<file path="config.mk">
export PLATFORM = sky130hd
export DESIGN_NAME = can_fault_conf
export DESIGN_NICKNAME = d
export VERILOG_FILES = /design/src/rtl/can_fc_pkg.sv /design/src/rtl/can_fc_tec_step.sv /design/src/rtl/can_fc_rec_step.sv /design/src/rtl/can_fc_status_pack.sv /design/src/rtl/can_fault_conf.sv
export SDC_FILE = /design/constraint.sdc
export NUM_CORES = 1
export LEC_CHECK = 0
export BUFFER_PORTS_ARGS = -buffer_cell sky130_fd_sc_hd__clkbuf_2
export CORE_AREA = 2 2 86 88
export CTS_CLUSTER_SIZE = 16
export DETAILED_ROUTE_END_ITERATION = 8
export DIE_AREA = 0 0 88 90
export SLEW_MARGIN = 10
export SYNTH_ARGS = -nofsm -noshare
export SYNTH_HDL_FRONTEND = slang
export SYNTH_SLANG_ARGS = --single-unit
export TNS_END_PERCENT = 1
</file>
<file path="constraint.sdc">
create_clock -name clk_i -period 4 [get_ports clk_i]
set_input_delay 0.6 -clock clk_i [delete_from_list [all_inputs] [get_ports clk_i]]
set_output_delay 0.6 -clock clk_i [all_outputs]
set_load 0.05 [all_outputs]
</file>
<file path="src/rtl/can_fc_pkg.sv">
package can_fc_pkg;
    typedef enum logic [1:0] {
        FC_ACTIVE  = 2'b00,
        FC_PASSIVE = 2'b01,
        FC_BUSOFF  = 2'b10
    } fc_state_e;
endpackage

</file>
<file path="src/rtl/can_fc_tec_step.sv">
// Next transmit error count outside bus off, and whether a transmit error
// would overflow the counter (the bus-off trigger).
module can_fc_tec_step #(
    parameter int CNT_W       = 8,
    parameter int TX_ERR_STEP = 8
) (
    input  logic [CNT_W-1:0] tec_i,
    input  logic             err_i,
    input  logic             ok_i,
    output logic [CNT_W-1:0] tec_o,
    output logic             ovf_o
);
    localparam logic [CNT_W:0] STEP_C = (CNT_W+1)'(TX_ERR_STEP);
    localparam logic [CNT_W:0] MAX_C  = {1'b0, {CNT_W{1'b1}}};

    logic [CNT_W:0] sum;

    always_comb begin
        sum   = {1'b0, tec_i} + STEP_C;
        ovf_o = err_i && (sum > MAX_C);
        if (err_i) begin
            tec_o = sum[CNT_W-1:0];
        end else if (ok_i && (tec_i != '0)) begin
            tec_o = tec_i - 1'b1;
        end else begin
            tec_o = tec_i;
        end
    end
endmodule

</file>
<file path="src/rtl/can_fc_rec_step.sv">
// Saturating up / floored down step of the receive error count.
module can_fc_rec_step #(
    parameter int CNT_W = 8
) (
    input  logic [CNT_W-1:0] rec_i,
    input  logic             inc_i,
    input  logic             dec_i,
    output logic [CNT_W-1:0] rec_o
);
    always_comb begin
        if (inc_i) begin
            rec_o = (rec_i == {CNT_W{1'b1}}) ? rec_i : rec_i + 1'b1;
        end else if (dec_i && (rec_i != '0)) begin
            rec_o = rec_i - 1'b1;
        end else begin
            rec_o = rec_i;
        end
    end
endmodule

</file>
<file path="src/rtl/can_fc_status_pack.sv">
// Packs counters, state code and warning flags into the status word.
module can_fc_status_pack #(
    parameter int CNT_W    = 8,
    parameter int WARN_LIM = 96,
    parameter int STAT_W   = 32
) (
    input  logic [CNT_W-1:0]  tec_i,
    input  logic [CNT_W-1:0]  rec_i,
    input  logic [1:0]        state_i,
    output logic [STAT_W-1:0] word_o
);
    localparam int              USED_W = 2 * CNT_W + 4;
    localparam logic [CNT_W-1:0] WARN_C = CNT_W'(WARN_LIM);

    logic [CNT_W-1:0] cnt [2];
    logic [1:0]       warn;

    assign cnt[0] = tec_i;
    assign cnt[1] = rec_i;

    for (genvar g = 0; g < 2; g++) begin : g_warn
        assign warn[g] = (cnt[g] >= WARN_C);
    end

    assign word_o = {{(STAT_W-USED_W){1'b0}}, warn[1], warn[0], state_i, rec_i, tec_i};
endmodule

</file>
<file path="src/rtl/can_fault_conf.sv">
module can_fault_conf #(
    parameter int CNT_W        = 8,
    parameter int TX_ERR_STEP  = 8,
    parameter int PASSIVE_LIM  = 128,
    parameter int WARN_LIM     = 96,
    parameter int RECOV_GROUPS = 128,
    parameter int STAT_W       = 32
) (
    input  logic              clk_i,
    input  logic              rst_ni,
    input  logic              tx_err_i,
    input  logic              rx_err_i,
    input  logic              tx_ok_i,
    input  logic              rx_ok_i,
    input  logic              idle_grp_i,
    output logic [STAT_W-1:0] status_o,
    output logic              busoff_pulse_o
);
    import can_fc_pkg::*;

    localparam logic [CNT_W-1:0] PASS_C     = CNT_W'(PASSIVE_LIM);
    localparam logic [CNT_W-1:0] RECOV_LAST = CNT_W'(RECOV_GROUPS - 1);
    localparam logic [CNT_W-1:0] CNT_MAX    = {CNT_W{1'b1}};

    typedef struct packed {
        fc_state_e        st;
        logic [CNT_W-1:0] tec;
        logic [CNT_W-1:0] rec;
        logic             pulse;
    } fc_regs_t;

    fc_regs_t r_d, r_q;

    logic             in_bo;
    logic [CNT_W-1:0] tec_step;
    logic             tec_ovf;
    logic [CNT_W-1:0] rec_step;
    logic             rec_inc;
    logic             rec_dec;

    assign in_bo   = (r_q.st == FC_BUSOFF);
    assign rec_inc = in_bo ? idle_grp_i : rx_err_i;
    assign rec_dec = in_bo ? 1'b0 : rx_ok_i;

    can_fc_tec_step #(.CNT_W(CNT_W), .TX_ERR_STEP(TX_ERR_STEP)) u_tec (
        .tec_i (r_q.tec),
        .err_i (tx_err_i),
        .ok_i  (tx_ok_i),
        .tec_o (tec_step),
        .ovf_o (tec_ovf)
    );

    can_fc_rec_step #(.CNT_W(CNT_W)) u_rec (
        .rec_i (r_q.rec),
        .inc_i (rec_inc),
        .dec_i (rec_dec),
        .rec_o (rec_step)
    );

    always_comb begin
        r_d       = r_q;
        r_d.pulse = 1'b0;
        if (in_bo) begin
            if (idle_grp_i) begin
                if (r_q.rec == RECOV_LAST) begin
                    r_d.st  = FC_ACTIVE;
                    r_d.tec = '0;
                    r_d.rec = '0;
                end else begin
                    r_d.rec = rec_step;
                end
            end
        end else if (tec_ovf) begin
            r_d.st    = FC_BUSOFF;
            r_d.tec   = CNT_MAX;
            r_d.rec   = '0;
            r_d.pulse = 1'b1;
        end else begin
            r_d.tec = tec_step;
            r_d.rec = rec_step;
            r_d.st  = ((tec_step >= PASS_C) || (rec_step >= PASS_C)) ? FC_PASSIVE : FC_ACTIVE;
        end
    end

    always_ff @(posedge clk_i or negedge rst_ni) begin
        if (!rst_ni) begin
            r_q <= '0;
        end else begin
            r_q <= r_d;
        end
    end

    can_fc_status_pack #(.CNT_W(CNT_W), .WARN_LIM(WARN_LIM), .STAT_W(STAT_W)) u_pack (
        .tec_i   (r_q.tec),
        .rec_i   (r_q.rec),
        .state_i (r_q.st),
        .word_o  (status_o)
    );

    assign busoff_pulse_o = r_q.pulse;
endmodule

</file>
Word level (Yosys, flattened, before mapping):

Index checks and enable logic that the tools add are counted.

* register bits after elaboration: 19
* input port bits: 7
* output and inout bits: 33
* logic and storage cells: 40

* $add $sub $neg: 4
* magnitude comparators: 5
* equal/unequal tests: 5
* muxes and demuxes: 15
* reductions and logical operators: 7

Operators with widths (count)
* $mux 18: 3
* $mux 8: 6
* $ge 8x7->1 const B: 2
* $ge 8x8->1 const B: 2
* $reduce_bool 8->1: 2
* $sub 8x1->8 const B: 2
* $mux 10: 1
* $add 8x4->9 const B: 1
* $gt 9x8->1 const B: 1
* $add 8x1->8 const B: 1
* $eq 8x7->1 const B: 1
* $eq 8x8->1 const B: 1
* $mux 1: 5
* $logic_and 1x1->1: 3
* $eq 2x2->1 const B: 1
* $ne 2x1->1 const B: 1
* $ne 2x2->1 const B: 1
* $reduce_and 2->1: 1
* $logic_or 1x1->1: 1

Depth between registers and ports, before layout:

* word-level depth: 10
* mapped depth: 9
* gate-level depth less buffers: 8

Modules after synthesis:

From an unflattened synthesis, not the netlist that was laid out.

* cell total of the unflattened synthesis: 232
* area, all modules: 1959.4 um^2

Modules (own cells, without submodules)
* can_fault_conf: times used 1, cells each 88, area an instance 917.1 um^2, seq. area each 475.5 um^2
* can_fc_rec_step: times used 1, cells each 62, area an instance 432.9 um^2, seq. area each 0.0 um^2
* can_fc_tec_step: times used 1, cells each 49, area an instance 365.4 um^2, seq. area each 0.0 um^2
* can_fc_status_pack: times used 1, cells each 33, area an instance 244.0 um^2, seq. area each 0.0 um^2

Least setup slack after synthesis:

Ideal clock, no wire load.

* kind: reg2reg
* start: register r_q[1] (netlist name)
* end: register r_q[4] (netlist name)
* library setup time: 87 ps
* arrival time: 2178 ps
* required time: 3913 ps
* slack: 1735 ps
* stages on the path, launching flop included: 8
* path buffers: 0
* clock period less this slack: 2265 ps
* cell sequence: dfrtp_1 inv_1 ha_1 or4b_4 o211ai_1 or3_1 a221o_2 o22ai_1

* longest elaborated chain between the ends: 7
* elaborated cells between the ends (all ways): 13
* those cells by class: add/sub: 2; eq/ne: 2; mux: 7; reduce/logical: 2

RTL lines
* start: declaration: RTL line can_fault_conf.sv:32 `fc_regs_t r_d, r_q;`
* start signal: assignment: RTL line can_fault_conf.sv:89 `r_q <= r_d;`
* parallel branches: the longest is 6 deep, another holds $sub 8x1->8
* $mux 18 *: RTL line can_fault_conf.sv:63 `if (in_bo) begin`

Mark *: on every way between the ends. The select of a mux whose other input is x is not followed.
A chain may end at the register's enable or synchronous reset.

Worst setup path in the final report:

* start: register r_q[17] (netlist name)
* end: register r_q[1] (netlist name)

* longest elaborated chain between the ends: 8
* elaborated cells between the ends (all ways): 11
* those cells by class: eq/ne: 2; mux: 8; reduce/logical: 1

RTL lines
* $eq 2x2->1 *: RTL line can_fault_conf.sv:41 `assign in_bo = (r_q.st == FC_BUSOFF);`
* $mux 1: RTL line can_fault_conf.sv:43 `assign rec_dec = in_bo ? 1'b0 : rx_ok_i;`
* $logic_and 1x1->1: RTL line can_fc_rec_step.sv:13 `end else if (dec_i && (rec_i != '0)) begin`
* $mux 8: RTL line can_fc_rec_step.sv:13
* $mux 8: RTL line can_fc_rec_step.sv:11 `if (inc_i) begin`
* $mux 8: RTL line can_fault_conf.sv:65 `if (r_q.rec == RECOV_LAST) begin`
* $mux 18: RTL line can_fault_conf.sv:64 `if (idle_grp_i) begin`
* $mux 18: RTL line can_fault_conf.sv:63

Every way passes the cells marked *; elsewhere a longest branch is shown, timed or not. The select of a mux whose other input is x is not followed.

==> report_table.html <==
<table>
<tr><th>Metric</th><th>Value</th></tr>
<tr><th colspan="2">CTS</th></tr>
<tr><td>Depth of the CTS H-tree</td><td>1</td></tr>
<tr><td>Clock transition at the register clock pins on the worst setup and hold paths after CTS</td><td>approximately 0.080 ns</td></tr>
<tr><td>Sink Count</td><td>19</td></tr>
<tr><td>Post-CTS setup repair buffer count</td><td>0</td></tr>
<tr><td>TritonCTS clock tree</td><td>yes</td></tr>
<tr><td>Num CTS Buffers</td><td>3</td></tr>
<tr><td>Number of buffers on the longest clock path</td><td>2</td></tr>
<tr><td>Root buffer selected by CTS</td><td>sky130_fd_sc_hd__clkbuf_8</td></tr>
<tr><td>Post-CTS resize count</td><td>0</td></tr>
<tr><td>Worst-skew pair later-pin latency</td><td>0.26 ns</td></tr>
<tr><td>Hold buffer count at cts</td><td>0</td></tr>
<tr><th colspan="2">Finish</th></tr>
<tr><td>Diode insertion count for antenna repair</td><td>0</td></tr>
<tr><td>Growth of design area from synthesis to finish</td><td>9.71%</td></tr>
<tr><td>Number of nets in the final layout</td><td>between 200 and 250</td></tr>
<tr><td>Layout Cells excl Fill</td><td>324</td></tr>
<tr><td>Share of the core filled with cells</td><td>0.266</td></tr>
<tr><td>Share of cells above drive strength 1</td><td>0.178</td></tr>
<tr><td>Filler cells</td><td>767</td></tr>
<tr><th colspan="2">Logic synthesis</th></tr>
<tr><td>Multiplexer share of the synthesized area</td><td>0.0184</td></tr>
<tr><td>Commonest cells post-synth</td><td>19 x sky130_fd_sc_hd__dfrtp_1, 17 x sky130_fd_sc_hd__o21ai_0, 16 x sky130_fd_sc_hd__nand2_1</td></tr>
<tr><td>Register bit total from synthesis</td><td>19</td></tr>
<tr><td>Count of flip-flops with a built-in enable after synthesis</td><td>0</td></tr>
<tr><td>Synthesized area per cell</td><td>approximately 8.3 µm²</td></tr>
<tr><td>Xor-xnor portion of the synthesized cell area</td><td>0.0155</td></tr>
<tr><td>Cell count after synthesis</td><td>204</td></tr>
<tr><td>Number of synthesis warnings</td><td>0</td></tr>
<tr><td>FFs w/ async S/R, synth</td><td>1.00</td></tr>
<tr><td>Combinational family with the most area after synthesis</td><td>compound AO/OA/AOI/OAI gates</td></tr>
<tr><td>Synth top area share</td><td>0.280</td></tr>
<tr><td>Synth top area cells</td><td>sky130_fd_sc_hd__dfrtp_1 28%, sky130_fd_sc_hd__buf_4 5.7%, sky130_fd_sc_hd__ha_1 5.2%</td></tr>
<tr><td>Post-synthesis cell type count</td><td>between 50 and 60</td></tr>
<tr><td>Most instantiated flip-flop cell in the synthesis netlist</td><td>sky130_fd_sc_hd__dfrtp_1</td></tr>
<tr><td>Simple-Gate Fraction of Synth Area</td><td>0.249</td></tr>
<tr><td>Synthesized-area fraction occupied by adder cells</td><td>0.0515</td></tr>
<tr><td>Post-synthesis compound-gate area fraction</td><td>0.251</td></tr>
<tr><td>Synth area leader</td><td>sky130_fd_sc_hd__dfrtp_1</td></tr>
<tr><td>Part of the Yosys area used for sequential elements</td><td>0.280</td></tr>
<tr><td>Most frequent cell after synthesis</td><td>sky130_fd_sc_hd__dfrtp_1</td></tr>
<tr><td>Post-Syn Area</td><td>~0.0017 mm²</td></tr>
<tr><th colspan="2">STA</th></tr>
<tr><td>Transition time at the pin with the least slew margin</td><td>0.980 ns</td></tr>
<tr><td>Setup ws final</td><td>1.43 ns</td></tr>
<tr><td>Post-route clock period utilization</td><td>0.643</td></tr>
<tr><td>Final slew viol count</td><td>0</td></tr>
<tr><td>Final worst clock skew</td><td>0.00188 ns</td></tr>
<tr><td>Minimum clock period after layout</td><td>around 2.6 ns</td></tr>
<tr><td>Number of failing hold endpoints at the final stage</td><td>0</td></tr>
<tr><td>Timing-limited maximum frequency</td><td>just under 400 MHz</td></tr>
<tr><td>Unrepaired setup endpoints after global routing</td><td>no</td></tr>
<tr><td>Normalized max-slew margin</td><td>0.328</td></tr>
<tr><td>Setup Viol. Count Final</td><td>0</td></tr>
<tr><td>Total negative slack for setup checks</td><td>0 ns</td></tr>
<tr><th colspan="2">Placement</th></tr>
<tr><td>DPL Wire Length</td><td>between 3 and 4 mm</td></tr>
<tr><td>Count of input and output buffers</td><td>27</td></tr>
<tr><td>Total instance count after detailed placement</td><td>320</td></tr>
<tr><td>Routability Congestion</td><td>0.894</td></tr>
<tr><td>Dpl ws</td><td>about 1.5 ns</td></tr>
<tr><th colspan="2">Die</th></tr>
<tr><td>Core Footprint</td><td>0.00702 mm²</td></tr>
<tr><td>Die extent in y</td><td>90 µm</td></tr>
<tr><td>Initial Utilization</td><td>0.242</td></tr>
<tr><td>Width of the chip</td><td>88 µm</td></tr>
<tr><td>Num rows</td><td>31</td></tr>
<tr><td>Area of the die</td><td>0.00792 mm²</td></tr>
<tr><td>IO Pins</td><td>40</td></tr>
<tr><th colspan="2">Worst setup path</th></tr>
<tr><td>Crit path capture type</td><td>flop</td></tr>
<tr><td>Largest fanout on the critical path</td><td>14</td></tr>
<tr><td>Critical path endpoint</td><td>r_q[1]</td></tr>
<tr><td>Register-to-register path setup slack</td><td>1.43 ns</td></tr>
<tr><td>Count of cell instances traversed by the critical path</td><td>6</td></tr>
<tr><td>Worst Reg2Reg Path Length in Cells</td><td>6</td></tr>
<tr><td>Data arrival at the endpoint of the critical path</td><td>2.72 ns</td></tr>
<tr><td>Worst Path Required</td><td>4.15 ns</td></tr>
<tr><td>Crit path buffers/inverters</td><td>0</td></tr>
<tr><td>Worst Setup Path Type</td><td>flop to flop</td></tr>
<tr><td>Slowest cell delay on critical path</td><td>0.87 ns</td></tr>
<tr><td>Startpoint type of the worst setup path</td><td>flop</td></tr>
<tr><td>Worst Setup SP</td><td>r_q[17]</td></tr>
<tr><td>Slowest cell on crit path</td><td>sky130_fd_sc_hd__mux2i_1</td></tr>
<tr><td>Critical path cell sequence</td><td>nand2b_1, mux2i_1, mux2_2, nand2_1, nor2_2, a211o_1</td></tr>
<tr><td>Reg2Reg Launch Point</td><td>r_q[17]</td></tr>
<tr><td>End of the worst register-to-register path</td><td>r_q[1]</td></tr>
<tr><td>Top cell family by delay on the critical path</td><td>multiplexers</td></tr>
<tr><th colspan="2">Routing</th></tr>
<tr><td>Detailed-routing iteration count for the pre-antenna-repair pass</td><td>4</td></tr>
<tr><td>Total detailed-routing wirelength</td><td>4.28 mm</td></tr>
<tr><td>Remaining DRCs</td><td>0</td></tr>
<tr><td>Vias per std cell</td><td>4.77</td></tr>
<tr><td>Average detailed-routed wire length per instance</td><td>roughly 13 µm</td></tr>
<tr><td>First DRT Iteration DRCs</td><td>76</td></tr>
<tr><td>Antenna Violating Nets Remaining</td><td>0</td></tr>
<tr><td>Total number of vias</td><td>between 1,500 and 2,000</td></tr>
<tr><th colspan="2">GRT</th></tr>
<tr><td>Global route overflow</td><td>0</td></tr>
<tr><td>Initial antenna violation count</td><td>0</td></tr>
<tr><td>Overall Global Routing Usage</td><td>0.111</td></tr>
<tr><td>Maximum number of pins on one net before global-route repair</td><td>20</td></tr>
<tr><td>Vias in the first global route</td><td>1,412</td></tr>
<tr><td>Global-route wire length before repair</td><td>7.02 mm</td></tr>
<tr><th colspan="2">Flow run</th></tr>
<tr><td>Max capacitance violation total</td><td>0</td></tr>
<tr><th colspan="2">Worst hold path</th></tr>
<tr><td>Hold WC Path Type</td><td>input port to async pin</td></tr>
<tr><th colspan="2">Outcome</th></tr>
<tr><td>Result of the run</td><td>completed</td></tr>
</table>
how the worst min path moves through the flow:
| stage | endpoint | slack (ns) | depth (start not counted) |
|---|---|---|---|
| detailed placement | r_q[7] | 0.60 | 2 |
| global route | busoff_pulse_o | 0.34 | 1 |
| CTS | busoff_pulse_o | 0.33 | 1 |
| finish | busoff_pulse_o | 0.31 | 1 |
| floorplan | busoff_pulse_o | 0.30 | 0 |
| global placement | busoff_pulse_o | 0.61 | 1 |
sequential cells by signal, summed over array words and instances, names as in the netlist:
register        cells
busoff_pulse_o      1
r_q                18
final cells by class:
type                       instances  area [µm²]  area share
inverter                          12        45.0      0.0241
clock buffer                       4        45.0      0.0241
multi-input combinational        163        1040       0.558
timing repair buffer              27         135      0.0724
sequential                        19         475       0.255
tap                               99         124      0.0664
per-layer routing:
layer	GRT usage	vias up	wire [µm]
met4	0.0487	0	66
met1	0.149	740	1950
li1	-	766	-
met3	0.0211	6	171
met2	0.170	32	2100
met5	0	-	0
metrics by stage:
step                hold slack [ns]  cell area, µm²
floorplan                     0.304            1740
global placement              0.608            1820
detailed placement            0.599            1820
CTS                           0.327            1870
global route                  0.342            1870
finish                        0.308            1870
cell usage in the layout, fill, tap and decap left out, types with 2 or more instances in the layout:
cell and count:
sky130_fd_sc_hd__nand2_1 16, sky130_fd_sc_hd__nand3_1 8, sky130_fd_sc_hd__o22ai_1 2, sky130_fd_sc_hd__clkbuf_8 3, sky130_fd_sc_hd__nor4b_1 2, sky130_fd_sc_hd__conb_1 12
sky130_fd_sc_hd__nand4_1 3, sky130_fd_sc_hd__o31ai_1 2, sky130_fd_sc_hd__nand2b_1 4, sky130_fd_sc_hd__nor2_2 2, sky130_fd_sc_hd__a21oi_1 12, sky130_fd_sc_hd__nor2_1 9
sky130_fd_sc_hd__dfrtp_1 19, sky130_fd_sc_hd__o21ai_1 3, sky130_fd_sc_hd__inv_1 12, sky130_fd_sc_hd__o211ai_1 2, sky130_fd_sc_hd__nor3_1 11, sky130_fd_sc_hd__ha_1 7
sky130_fd_sc_hd__xor2_1 2, sky130_fd_sc_hd__a31oi_1 3, sky130_fd_sc_hd__o21ai_0 17, sky130_fd_sc_hd__a22o_1 3, sky130_fd_sc_hd__clkbuf_2 27, sky130_fd_sc_hd__or3_1 5
sky130_fd_sc_hd__nor4_1 3, sky130_fd_sc_hd__a21o_1 5, sky130_fd_sc_hd__mux2i_1 2
cell families (layout without fill, tap and decap cells):
group                    after synthesis  after routing
adder cells (fa/ha/maj)                7              7
flip-flops                            19             19
AND/OR/NAND/NOR                       75             75
buffers and inverters                 33             43
XOR/XNOR                               3              3
other                                  1             12
AO/OA/AOI/OAI                         63             63
multiplexers                           3              3
Power is not shown: default switching activity piles up to over one toggle a cycle in this logic, so the estimate is an artifact.
